===== src/rtl/core_mix_pkg.sv =====
package core_mix_pkg;
  typedef enum logic [1:0] {
    MIX_BIG4    = 2'd0,
    MIX_SMALL4  = 2'd1,
    MIX_BAL     = 2'd2,
    MIX_ULP     = 2'd3
  } mix_e;
endpackage


===== src/rtl/slack_accum.sv =====
module slack_accum #(
  parameter int TIME_W = 16,
  parameter int BAL_W  = TIME_W + 3
) (
  input  logic                    clk,
  input  logic                    rst_n,
  input  logic                    frame_done,
  input  logic [TIME_W-1:0]       budget,
  input  logic [TIME_W-1:0]       decode_time,
  output logic signed [BAL_W-1:0] bal_q,
  output logic signed [BAL_W-1:0] bal_d
);
  localparam int SUM_W = BAL_W + 1;
  localparam logic signed [SUM_W-1:0] SAT_HI = SUM_W'((64'sd1 <<< (BAL_W-1)) - 1);
  localparam logic signed [SUM_W-1:0] SAT_LO = -SUM_W'(64'sd1 <<< (BAL_W-1));

  logic signed [TIME_W:0]  delta;
  logic signed [SUM_W-1:0] sum;
  logic signed [BAL_W-1:0] upd;

  always_comb begin
    delta = $signed({1'b0, budget}) - $signed({1'b0, decode_time});
    sum   = SUM_W'(bal_q) + SUM_W'(delta);
    if (sum > SAT_HI)      upd = SAT_HI[BAL_W-1:0];
    else if (sum < SAT_LO) upd = SAT_LO[BAL_W-1:0];
    else                   upd = sum[BAL_W-1:0];
    bal_d = frame_done ? upd : bal_q;
  end

  always_ff @(posedge clk or negedge rst_n) begin
    if (!rst_n)          bal_q <= '0;
    else if (frame_done) bal_q <= bal_d;
  end

  assert_bal_hold_R3: assert property (@(posedge clk) disable iff (!rst_n)
    !frame_done |=> $stable(bal_q));

  assert_slack_no_drop_R9: assert property (@(posedge clk) disable iff (!rst_n)
    (frame_done && decode_time <= budget) |=> bal_q >= $past(bal_q));
endmodule


===== src/rtl/mix_threshold.sv =====
module mix_threshold
  import core_mix_pkg::*;
#(
  parameter int TIME_W = 16,
  parameter int BAL_W  = TIME_W + 3
) (
  input  logic signed [BAL_W-1:0] bal,
  input  logic [TIME_W-1:0]       budget,
  output mix_e                    sel
);
  logic signed [BAL_W-1:0] th_one, th_half, th_two;

  always_comb begin
    th_one  = $signed(BAL_W'(budget));
    th_half = th_one + (th_one >>> 1);
    th_two  = th_one <<< 1;
    if (bal < th_one)       sel = MIX_BIG4;
    else if (bal < th_half) sel = MIX_SMALL4;
    else if (bal < th_two)  sel = MIX_BAL;
    else                    sel = MIX_ULP;
  end
endmodule


===== src/rtl/mix_mask_dec.sv =====
module mix_mask_dec
  import core_mix_pkg::*;
#(
  parameter int N_BIG   = 4,
  parameter int N_SMALL = 4,
  parameter int MASK_W  = N_BIG + N_SMALL
) (
  input  mix_e              code,
  output logic [MASK_W-1:0] mask
);
  always_comb begin
    mask = '0;
    unique case (code)
      MIX_BIG4:   for (int i = 0; i < N_BIG; i++)   mask[i] = 1'b1;
      MIX_SMALL4: for (int i = 0; i < N_SMALL; i++) mask[N_BIG+i] = 1'b1;
      MIX_BAL: begin
        mask[0]     = 1'b1;
        mask[N_BIG] = 1'b1;
      end
      default: begin
        mask[N_BIG]   = 1'b1;
        mask[N_BIG+1] = 1'b1;
      end
    endcase
  end
endmodule


===== src/rtl/core_mix_selector.sv =====
module core_mix_selector
  import core_mix_pkg::*;
#(
  parameter int TIME_W  = 16,
  parameter int N_BIG   = 4,
  parameter int N_SMALL = 4
) (
  input  logic                      clk,
  input  logic                      rst_n,
  input  logic                      frame_done,
  input  logic [TIME_W-1:0]         budget,
  input  logic [TIME_W-1:0]         decode_time,
  output logic [1:0]                cfg_code,
  output logic [N_BIG+N_SMALL-1:0]  core_en
);
  localparam int BAL_W  = TIME_W + 3;
  localparam int MASK_W = N_BIG + N_SMALL;

  logic signed [BAL_W-1:0] bal_q, bal_d;
  mix_e sel, cfg_q, cfg_d;
  logic [MASK_W-1:0] mask;

  slack_accum #(.TIME_W(TIME_W), .BAL_W(BAL_W)) u_accum (
    .clk(clk), .rst_n(rst_n), .frame_done(frame_done),
    .budget(budget), .decode_time(decode_time),
    .bal_q(bal_q), .bal_d(bal_d)
  );

  mix_threshold #(.TIME_W(TIME_W), .BAL_W(BAL_W)) u_thr (
    .bal(bal_d), .budget(budget), .sel(sel)
  );

  always_comb cfg_d = frame_done ? sel : cfg_q;

  always_ff @(posedge clk or negedge rst_n) begin
    if (!rst_n)          cfg_q <= MIX_ULP;
    else if (frame_done) cfg_q <= cfg_d;
  end

  mix_mask_dec #(.N_BIG(N_BIG), .N_SMALL(N_SMALL), .MASK_W(MASK_W)) u_dec (
    .code(cfg_q), .mask(mask)
  );

  assign cfg_code = cfg_q;
  assign core_en  = mask;

  assert_no_midframe_switch_R3: assert property (@(posedge clk) disable iff (!rst_n)
    !frame_done |=> $stable(cfg_q));

  assert_big4_iff_short_R4: assert property (@(posedge clk) disable iff (!rst_n)
    frame_done |=> ((cfg_q == MIX_BIG4) == (bal_q < $signed(BAL_W'($past(budget))))));

  assert_ulp_iff_rich_R7: assert property (@(posedge clk) disable iff (!rst_n)
    frame_done |=> ((cfg_q == MIX_ULP) == (bal_q >= $signed(BAL_W'({$past(budget), 1'b0})))));

  assert_mix_exclusive_R6: assert property (@(posedge clk) disable iff (!rst_n)
    (|core_en[N_BIG-1:0] && |core_en[MASK_W-1:N_BIG]) |-> (cfg_q == MIX_BAL));
endmodule


===== config.mk =====
export PLATFORM = sky130hd
export DESIGN_NAME = core_mix_selector
export DESIGN_NICKNAME = d
export VERILOG_FILES = /design/src/rtl/core_mix_pkg.sv /design/src/rtl/slack_accum.sv /design/src/rtl/mix_threshold.sv /design/src/rtl/mix_mask_dec.sv /design/src/rtl/core_mix_selector.sv
export SDC_FILE = /design/constraint.sdc
export NUM_CORES = 1
export LEC_CHECK = 0
export BUFFER_PORTS_ARGS = -buffer_cell sky130_fd_sc_hd__buf_2
export CELL_PAD_IN_SITES_DETAIL_PLACEMENT = 1
export CELL_PAD_IN_SITES_GLOBAL_PLACEMENT = 1
export CORE_ASPECT_RATIO = 0.6
export CORE_MARGIN = 2
export CORE_UTILIZATION = 46
export DETAILED_ROUTE_END_ITERATION = 12
export GPL_ROUTABILITY_DRIVEN = 1
export PLACE_DENSITY_LB_ADDON = 0.1
export RECOVER_POWER = 25
export SLEW_MARGIN = 25
export SYNTH_ARGS = -nofsm -noshare
export SYNTH_HDL_FRONTEND = slang
export SYNTH_SLANG_ARGS = --single-unit

===== constraint.sdc =====
create_clock -name clk -period 6.3 [get_ports clk]
set_clock_uncertainty 0.05 [all_clocks]
set_input_delay 0.63 -clock clk [delete_from_list [all_inputs] [get_ports clk]]
set_output_delay 0.63 -clock clk [all_outputs]
set_load 0.01 [all_outputs]

Word-level counts from Yosys, hierarchy flattened. Index checks and enable logic that the tools add are counted.

Output and inout bits: 10. Logic and storage cells: 25. Register bits after elaboration: 21.

$add $sub $neg: 3. Multiplexer cells: 11. Reduce and logical (&&, ||, !) cells: 2. Equality and inequality tests: 2. $lt $le $gt $ge: 5.

Operators by type and width (count): $mux W19 (3); $add A19 B17 Y20 (1); $gt A20 B19 Y1 const B (1); $lt A20 B19 Y1 const B (1); $lt A19 B17 Y1 (1); $lt A19 B18 Y1 (1); $lt A19 B19 Y1 (1); $add A16 B15 Y17 (1); $sub A16 B16 Y17 (1); $mux W2 (3); $mux W1 (4); $mux W3 (1); $eq A2 B1 Y1 const B (1); $eq A2 B2 Y1 const B (1); $logic_not A2 Y1 (1); $reduce_or A2 Y1 (1).

Depth between registers and ports, before layout. Gate-level depths: netlist (run 1).

Depth in word-level cells: 10. Mapped depth: 39. Mapped depth without buffers: 38.

Modules after synthesis. From an unflattened synthesis (run 1), not the netlist that was laid out.

Cell total of the unflattened synthesis: 625. Area, all modules: 4932.2 sq um.

Modules (own cells, without submodules): slack_accum (area each 3051.7 sq um, cells each 384, times used 1, sequential area each 475.5 sq um); mix_threshold (area each 1759.2 sq um, cells each 229, times used 1, sequential area each 0.0 sq um); core_mix_selector (area each 75.1 sq um, cells each 4, times used 1, sequential area each 52.6 sq um); mix_mask_dec (area each 46.3 sq um, cells each 8, times used 1, sequential area each 0.0 sq um).

Worst setup path after synthesis (run 1). Ideal clock, no wire load.

Kind: input to register. Start: input port budget[0]. End: register cfg_q[0] (netlist: cfg_code[0]). Arrival: 7047 ps. Stages: 34. Library setup time: 85 ps. Data required time: 6165 ps. Slack: -882 ps. Path buffers: 2. Cell sequence: inv_1 -> ha_1 -> fa_1 -> nor2b_1 -> o21ai_0 -> a21boi_0 -> o21ai_0 -> a21boi_0 -> o21ai_0 -> a21boi_0 -> o21a_1 -> o21ai_0 -> nand2b_1 -> a21oi_1 -> o21ai_0 -> a31oi_1 -> ha_1 -> and3_4 -> and3_4 -> a32o_1 -> or4_4 -> and2_4 -> buf_6 -> buf_4 -> maj3_1 -> mux2_2 -> ha_1 -> o2bb2ai_1 -> maj3_2 -> nor3_1 -> o31ai_2 -> a2111oi_1 -> a211oi_2 -> a2bb2oi_2.

Cells in the longest elaborated chain, start to end: 10.

RTL lines: start, declared (RTL line core_mix_selector.sv:11) `input logic [TIME_W-1:0] budget,`; $sub A16 B16 Y17 (*) (RTL line slack_accum.sv:22) `delta = $signed({1'b0, budget}) - $signed({1'b0, decode_time});`; $add A19 B17 Y20 (*) (RTL line slack_accum.sv:23) `sum = SUM_W'(bal_q) + SUM_W'(delta);`; $lt A20 B19 Y1 (RTL line slack_accum.sv:25) `else if (sum < SAT_LO) upd = SAT_LO[BAL_W-1:0];`; $mux W19 (RTL line slack_accum.sv:25); $mux W19 (*) (RTL line slack_accum.sv:24) `if (sum > SAT_HI) upd = SAT_HI[BAL_W-1:0];`; $mux W19 (*) (RTL line slack_accum.sv:27) `bal_d = frame_done ? upd : bal_q;`; net bal_d[2] (RTL line core_mix_selector.sv:19) `logic signed [BAL_W-1:0] bal_q, bal_d;`; $lt A19 B18 Y1 (RTL line mix_threshold.sv:19) `else if (bal < th_two) sel = MIX_BAL;`; $mux W1 (RTL line mix_threshold.sv:19); $mux W2 (RTL line mix_threshold.sv:18) `else if (bal < th_half) sel = MIX_SMALL4;`; $mux W2 (*) (RTL line mix_threshold.sv:17) `if (bal < th_one) sel = MIX_BIG4;`; end signal, assigned (RTL line core_mix_selector.sv:37) `else if (frame_done) cfg_q <= cfg_d;`; end, declared (RTL line core_mix_selector.sv:20) `mix_e sel, cfg_q, cfg_d;`.

Mark *: on every way through the listed nets, which the timed path passes. The rest lies on a longest branch. A chain may end at the register's enable or synchronous reset.

Worst setup path in the final report (run 1).
Start: input port budget[0]. End: register cfg_q[1] (netlist: cfg_code[1]).

Cells in the longest elaborated chain, start to end: 9.

RTL lines (RTL line): $sub A16 B16 Y17 (slack_accum.sv:22); $add A19 B17 Y20 (slack_accum.sv:23); $lt A20 B19 Y1 (slack_accum.sv:25); $mux W19 (slack_accum.sv:25); $mux W19 (slack_accum.sv:24); $mux W19 (slack_accum.sv:27); $lt A19 B19 Y1 (mix_threshold.sv:18); $mux W2 (mix_threshold.sv:18); $mux W2 (*) (mix_threshold.sv:17).

Every way passes the cells marked *; elsewhere a longest branch is shown, timed or not.

==> results of run 1 <==
## layout by cell type (no fill, tap or decap), drive strengths merged, types with 2 or more instances in the layout
cell	instances
a21oi	48
o2bb2ai	4
clkbuf	5
or2	2
and2	3
o21bai	14
o211ai	6
mux2	20
ha	91
and3	4
nand3	7
o21a	7
o31ai	4
mux2i	3
nor2b	9
a21boi	8
or3	2
buf	166
a211o	2
nand2	27
dfstp	2
nor2	35
fa	3
a2111oi	3
xnor2	28
a31oi	5
a211oi	6
o21ai	41
a22oi	2
nand2b	9
nor3	5
maj3	13
dfrtp	19
nand4b	2
xor2	6
inv	68
nand4	4
a21o	14
## area by class of cell
cell class	count	area, µm²
multi-input cells	447	3889
fillers	1116	3115
repair buffers	167	1181
flip-flops and latches	21	528.0
inverters	68	267.8
well taps	130	162.7
clock buffers	4	78.83
## timing repair
item	CTS	global route
resized for setup	20	33
setup endpoints to repair	2	3
pin swaps	23	25
setup buffers	18	9
hold buffers	0	0
## power by group through the flow
stage / Clock [mW] / Combinational, mW / Sequential (mW)
floorplan: 0 / 1.73 / 0.258
global placement: 0 / 2.63 / 0.272
detailed placement: 0 / 2.79 / 0.280
CTS: 0.148 / 2.88 / 0.278
global route: 0.161 / 3.57 / 0.296
finish: 0.165 / 3.48 / 0.299
## stage by stage
stage | total power [mW] | hold slack [ps]
global placement | 2.897 | 440.0
detailed placement | 3.066 | 451.4
CTS | 3.302 | 327.1
floorplan | 1.989 | 284.4
global route | 4.029 | 489.0
finish | 3.946 | 475.2
## sequential cells by signal (all words and copies together) (netlist names)
name           count
u_accum.bal_q     19
cfg_code           2
## worst max-delay path by stage
stage	from	cells after the start	end
after floorplan	budget[0]	34	cfg_code[0]
after global placement	budget[0]	35	cfg_code[0]
after detailed placement	budget[0]	39	cfg_code[1]
after CTS	budget[0]	35	cfg_code[1]
after global routing	budget[0]	39	cfg_code[1]
final	budget[0]	39	cfg_code[1]
## cells by family after synthesis
family                     synth area share, %
muxes                                    5.968
AOI/OAI and AO/OA                        24.92
adders and majority gates                30.26
xor gates and xnor gates                 6.763
and+or+nand+nor                          12.67
buffers and inverters                    7.417
DFF                                      11.99
## Yosys cell counts (all sizes together), types with 2 or more instances
library cell | n | area share (%)
a2111oi | 3 | 0.63
a211o | 2 | 0.40
a211oi | 6 | 1.1
a21boi | 8 | 1.4
a21o | 14 | 2.4
a21oi | 48 | 5.5
a22oi | 2 | 0.34
a31oi | 5 | 0.71
and2 | 3 | 0.48
and3 | 4 | 0.80
buf | 6 | 1.0
clkbuf | 7 | 0.60
dfrtp | 19 | 11
dfstp | 2 | 1.2
fa | 3 | 1.4
ha | 91 | 26
inv | 68 | 5.8
maj3 | 13 | 3.0
mux2 | 20 | 5.2
mux2i | 3 | 0.77
nand2 | 27 | 2.3
nand2b | 9 | 1.3
nand3 | 7 | 0.80
nand4 | 4 | 0.57
nand4b | 2 | 0.40
nor2 | 35 | 3.0
nor2b | 9 | 1.3
nor3 | 5 | 0.57
o211ai | 6 | 1.0
o21a | 7 | 1.2
o21ai | 41 | 4.7
o21bai | 14 | 2.4
o2bb2ai | 4 | 0.80
o31ai | 4 | 0.80
or2 | 2 | 0.28
or3 | 2 | 0.28
xnor2 | 28 | 5.6
xor2 | 6 | 1.2
## layer usage
| metal | GRT usage [%] | up-vias | part of all wire [%] |
|---|---|---|---|
| met5 | 0 | - | 0 |
| met1 | 52.48 | 2735 | 38 |
| met4 | 12.58 | 0 | 8.0 |
| li1 | - | 2272 | - |
| met3 | 7.775 | 196 | 12 |
| met2 | 64.82 | 521 | 42 |
==> flow_summary.toml, run 1 <==
[run_status]
outcome = "finished with violations"
failed_checks = "max-capacitance violations, max-slew violations, negative setup slack"

[placement]
hpwl_um = 13700
dp.cells = 806
gp_congestion = 0.8640
place_ws_ps = -1144
io_buffers = 44
placed_area_mm2 = 0.005623

[power]
ir_worst_vdd_v = 0.0004175
combinationalPowerShare_pct = 88.2
p_int_mw = 1.833
switching_share_pct = 53.54
p_per_area_mw_per_mm2 = 646.1
p_seq_share_pct = 7.6
p_sw_mw = 2.113
clockPowerShare_pct = 4.2
p_leak_nw = 2.997

[min_path]
hold_path_end = "u_accum.bal_q[16]"
min-delay-path-class = "reg2reg"
hold_start = "u_accum.bal_q[16]"
hold-path-cell-count = 1

[clock_tree]
cts.sinks = 21
insertion_delay_ps = 290
cts.htree.levels = 1
cts_buffer_depth = 2
clk_pin_slew_ps = 80
cts_root_buffer = "clkbuf_16"
numCtsBuffers = 3
cts_tree = "built"

[routing]
drc = 0
wirelength_um = 24910
drt-wirelength-per-cell_um = 29.76
firstDrtPassIters = 5
vias_per_cell = 6.839
ant_nets = 0
drt_iter0_drc = 622
vias = 5724

[worst_setup_path]
crit_buf_inv = 3
crit_arrival_ps = 8150
cp-start-kind = "input pin"
slowest_delay_ps = 430
worstPathRequired_ps = 6420
regToRegSetupSlack_ps = 340
reg2regPathDepth = 22
worstSetupPathType = "in2reg"
reg2reg_to = "cfg_code[1]"
slowest_stage = "fa_2"
critPathTopFamily = "compound AO/OA/AOI/OAI gates"
worstPathMaxFanout = 7
rr_startpoint = "u_accum.bal_q[0]"
setup.worst_path.end_class = "flip-flop"

[finish]
final_cell_area_mm2 = 0.006107
n_antenna_cell = 0
areaGrowthSynthToFinish_pct = 38.70
layout-drive-gt1-share_pct = 37.20
final_cells = 837
utilization_pct = 66.22
fin_nets = 837

[sta]
fmax_ghz = 0.1245
relSlewSlack_pct = -3.887
worst_pin_slew_ps = 1558
grt_setup_unrepaired = "yes"
drv_slew = 22
worst_slack_ps = -1734
layout_min_cycle_time_ps = 8034
finalHoldViolations = 0
setup_viol = 3
final.period_utilization_pct = 127.5
fin_tns_setup_ps = -3368

[logic_synthesis]
ys_types = 59
synth-edff-count = 0
synth-async-reset-ratio_pct = 100.0
synth-seq-cells = 21
yosys_most_used_dff = "dfrtp_1"
syn_inst = 549
ys_seq_area_share_pct = 11.99
synth_warnings = 0
syn_avg_cell_area_um2 = 8.020
synth_nets = 678
netlist_area_mm2 = 0.004403

[floorplan]
die_y_um = 79.78
die_area_mm2 = 0.01040
core-area_mm2 = 0.009223
start_util_pct = 47.74
die_w_um = 130.3
boundaryPins = 45
rows = 27

[global_route]
grt_max_degree = 34
grt_pass1_vias = 5375
track_usage_pct = 39.57
grt.overflow.total = 0
antenna_found_initial = 0
grt_pass1_wl_um = 30870

[job]
max-cap-violations = 1
Note: power is estimated with default switching activity, not from simulation.
==> run 2: changes to the inputs <==
Settings changed: CELL_PAD_IN_SITES_DETAIL_PLACEMENT 1 to 0, CELL_PAD_IN_SITES_GLOBAL_PLACEMENT 1 to 2, CORE_UTILIZATION 46 to 37, MAX_ROUTING_LAYER set to met4, PLACE_DENSITY set to 0.83, PLACE_DENSITY_LB_ADDON 0.1 to unset.
==> flow_summary.toml, run 2 (synthesized netlist as in run 1, its figures left out) <==
[run_status]
outcome = "finished with violations"
failed_checks = "negative setup slack"

[worst_setup_path]
worstPathMaxFanout = 5
worstSetupPathType = "in2reg"
critPathTopFamily = "compound AO/OA/AOI/OAI gates"
worstPathRequired_ps = 6430
reg2reg_to = "cfg_code[1]"
crit_buf_inv = 4
cp-start-kind = "input pin"
setup.worst_path.end_class = "flip-flop"
regToRegSetupSlack_ps = 1420
cp_common_cell = "o21ai_1"
slowest_delay_ps = 420
rr_startpoint = "u_accum.bal_q[0]"
slowest_stage = "or4_4"
reg2regPathDepth = 22
crit_arrival_ps = 6850

[finish]
top_register = "u_accum.bal_q"
final_common_cell = "buf_4"
fin_nets = 816
n_antenna_cell = 0
final_cell_area_mm2 = 0.005952
largest_reg_flops = 19
utilization_pct = 51.99
layout-drive-gt1-share_pct = 33.97
areaGrowthSynthToFinish_pct = 35.18
final_cell_mix = "98 x buf_4, 81 x ha_1, 65 x inv_1"

[sta]
fin_tns_setup_ps = -832.5
whs_ps = 461.4
fmax_ghz = 0.1487
setup_viol = 2
final.period_utilization_pct = 106.7
grt_setup_unrepaired = "yes"
worst_pin_slew_ps = 1342
relSlewSlack_pct = 10.57
worst_slack_ps = -422.9
finalHoldViolations = 0
drv_slew = 0
layout_min_cycle_time_ps = 6723

[clock_tree]
cts_buffer_depth = 2
numCtsBuffers = 3
hold_buffers = 0
clk_pin_slew_ps = 60
cts_tree = "built"
cts_root_buffer = "clkbuf_16"
cts.htree.levels = 1
insertion_delay_ps = 260
cts.sinks = 21

[routing]
drc = 0
drt-wirelength-per-cell_um = 16.02
drt_iter0_drc = 317
vias_per_cell = 5.262
firstDrtPassIters = 5
ant_nets = 0
wirelength_um = 13550
vias = 4452

[power]
p_seq_share_pct = 8.2
clockPowerShare_pct = 4.4
p_int_mw = 1.769
p_sw_mw = 1.536
p_leak_nw = 2.884
combinationalPowerShare_pct = 87.4
p_per_area_mw_per_mm2 = 555.4
ir_worst_vdd_v = 0.0002501
switching_share_pct = 46.47

[placement]
gp_congestion = 0.9169
hpwl_um = 11530
io_buffers = 44
placed_area_mm2 = 0.005623

[floorplan]
start_util_pct = 38.46
rows = 30
die_w_um = 144.8
die_y_um = 88.50
core-area_mm2 = 0.01145
boundaryPins = 45
die_area_mm2 = 0.01282

[job]
max-cap-violations = 0

[min_path]
hold_path_end = "cfg_code[1]"
hold-path-cell-count = 1
min-delay-path-class = "reg2reg"
hold_start = "cfg_code[1]"

[global_route]
track_usage_pct = 21.90
grt.overflow.total = 0
antenna_found_initial = 0
grt_pass1_wl_um = 20960
grt_pass1_vias = 4058
grt_max_degree = 34
==> run 2: area by class of cell <==
cell class	count	area, µm²
tap	160	200.2
sequential	21	528.0
clock buffer	4	78.83
fill	1087	5497
multi-input combinational	447	3852
inverter	68	267.8
timing repair buffer	146	1025
==> run 2: through the flow <==
| step | setup slack, ps | std cells | total power [mW] |
|---|---|---|---|
| 2_1_floorplan | -94.42 | 549 | 1.989 |
| 3_3_place_gp | -750.4 | 831 | 2.908 |
| 3_5_place_dp | -880.7 | 831 | 2.950 |
| 4_1_cts | -608.5 | 842 | 3.183 |
| 5_1_grt | -768.7 | 846 | 3.597 |
| 6_report | -422.9 | 846 | 3.306 |
==> run 2: worst max-delay path by stage <==
stage | startpoint | to | slack [ps] | depth (start not counted)
2_1_floorplan | budget[0] | cfg_code[0] | -90 | 34
4_1_cts | budget[0] | cfg_code[1] | -610 | 35
3_5_place_dp | budget[0] | cfg_code[1] | -880 | 35
3_3_place_gp | budget[0] | cfg_code[0] | -750 | 35
6_report | decode_time[1] | cfg_code[1] | -420 | 35
5_1_grt | budget[0] | cfg_code[1] | -770 | 36
==> run 2: worst register-to-register path, delay by kind of cell (launching register included) <==
kind	cells	cell delay (ps)
simple gates	3	340
xor+xnor	1	120
flops	1	350
fa+ha+maj	4	1300
compound gates	11	2070
mux	1	330
buf+inv	2	250
==> run 2: layer usage <==
metal / vias to the layer above / share of wire, % / GRT usage (%)
met2: 110 / 38 / 29.59
met5: - / 0 / -
li1: 2253 / - / -
met1: 2085 / 56 / 35.41
met4: 0 / 0.46 / 1.853
met3: 4 / 5.6 / 2.110
==> run 2: what timing repair did <==
item | 4_1_cts | 5_1_grt
endpoints found under the setup margin | 2 | 2
buffers inserted | 7 | 4
pin swaps | 19 | 27
gates resized for setup | 11 | 31
==> run 2: power by group through the flow <==
stage	sequential, mW	combinational, mW	clock, mW
after detailed placement	0.274	2.68	0
after floorplan	0.258	1.73	0
after CTS	0.272	2.76	0.148
after global routing	0.281	3.16	0.153
final	0.272	2.89	0.144
after global placement	0.270	2.64	0
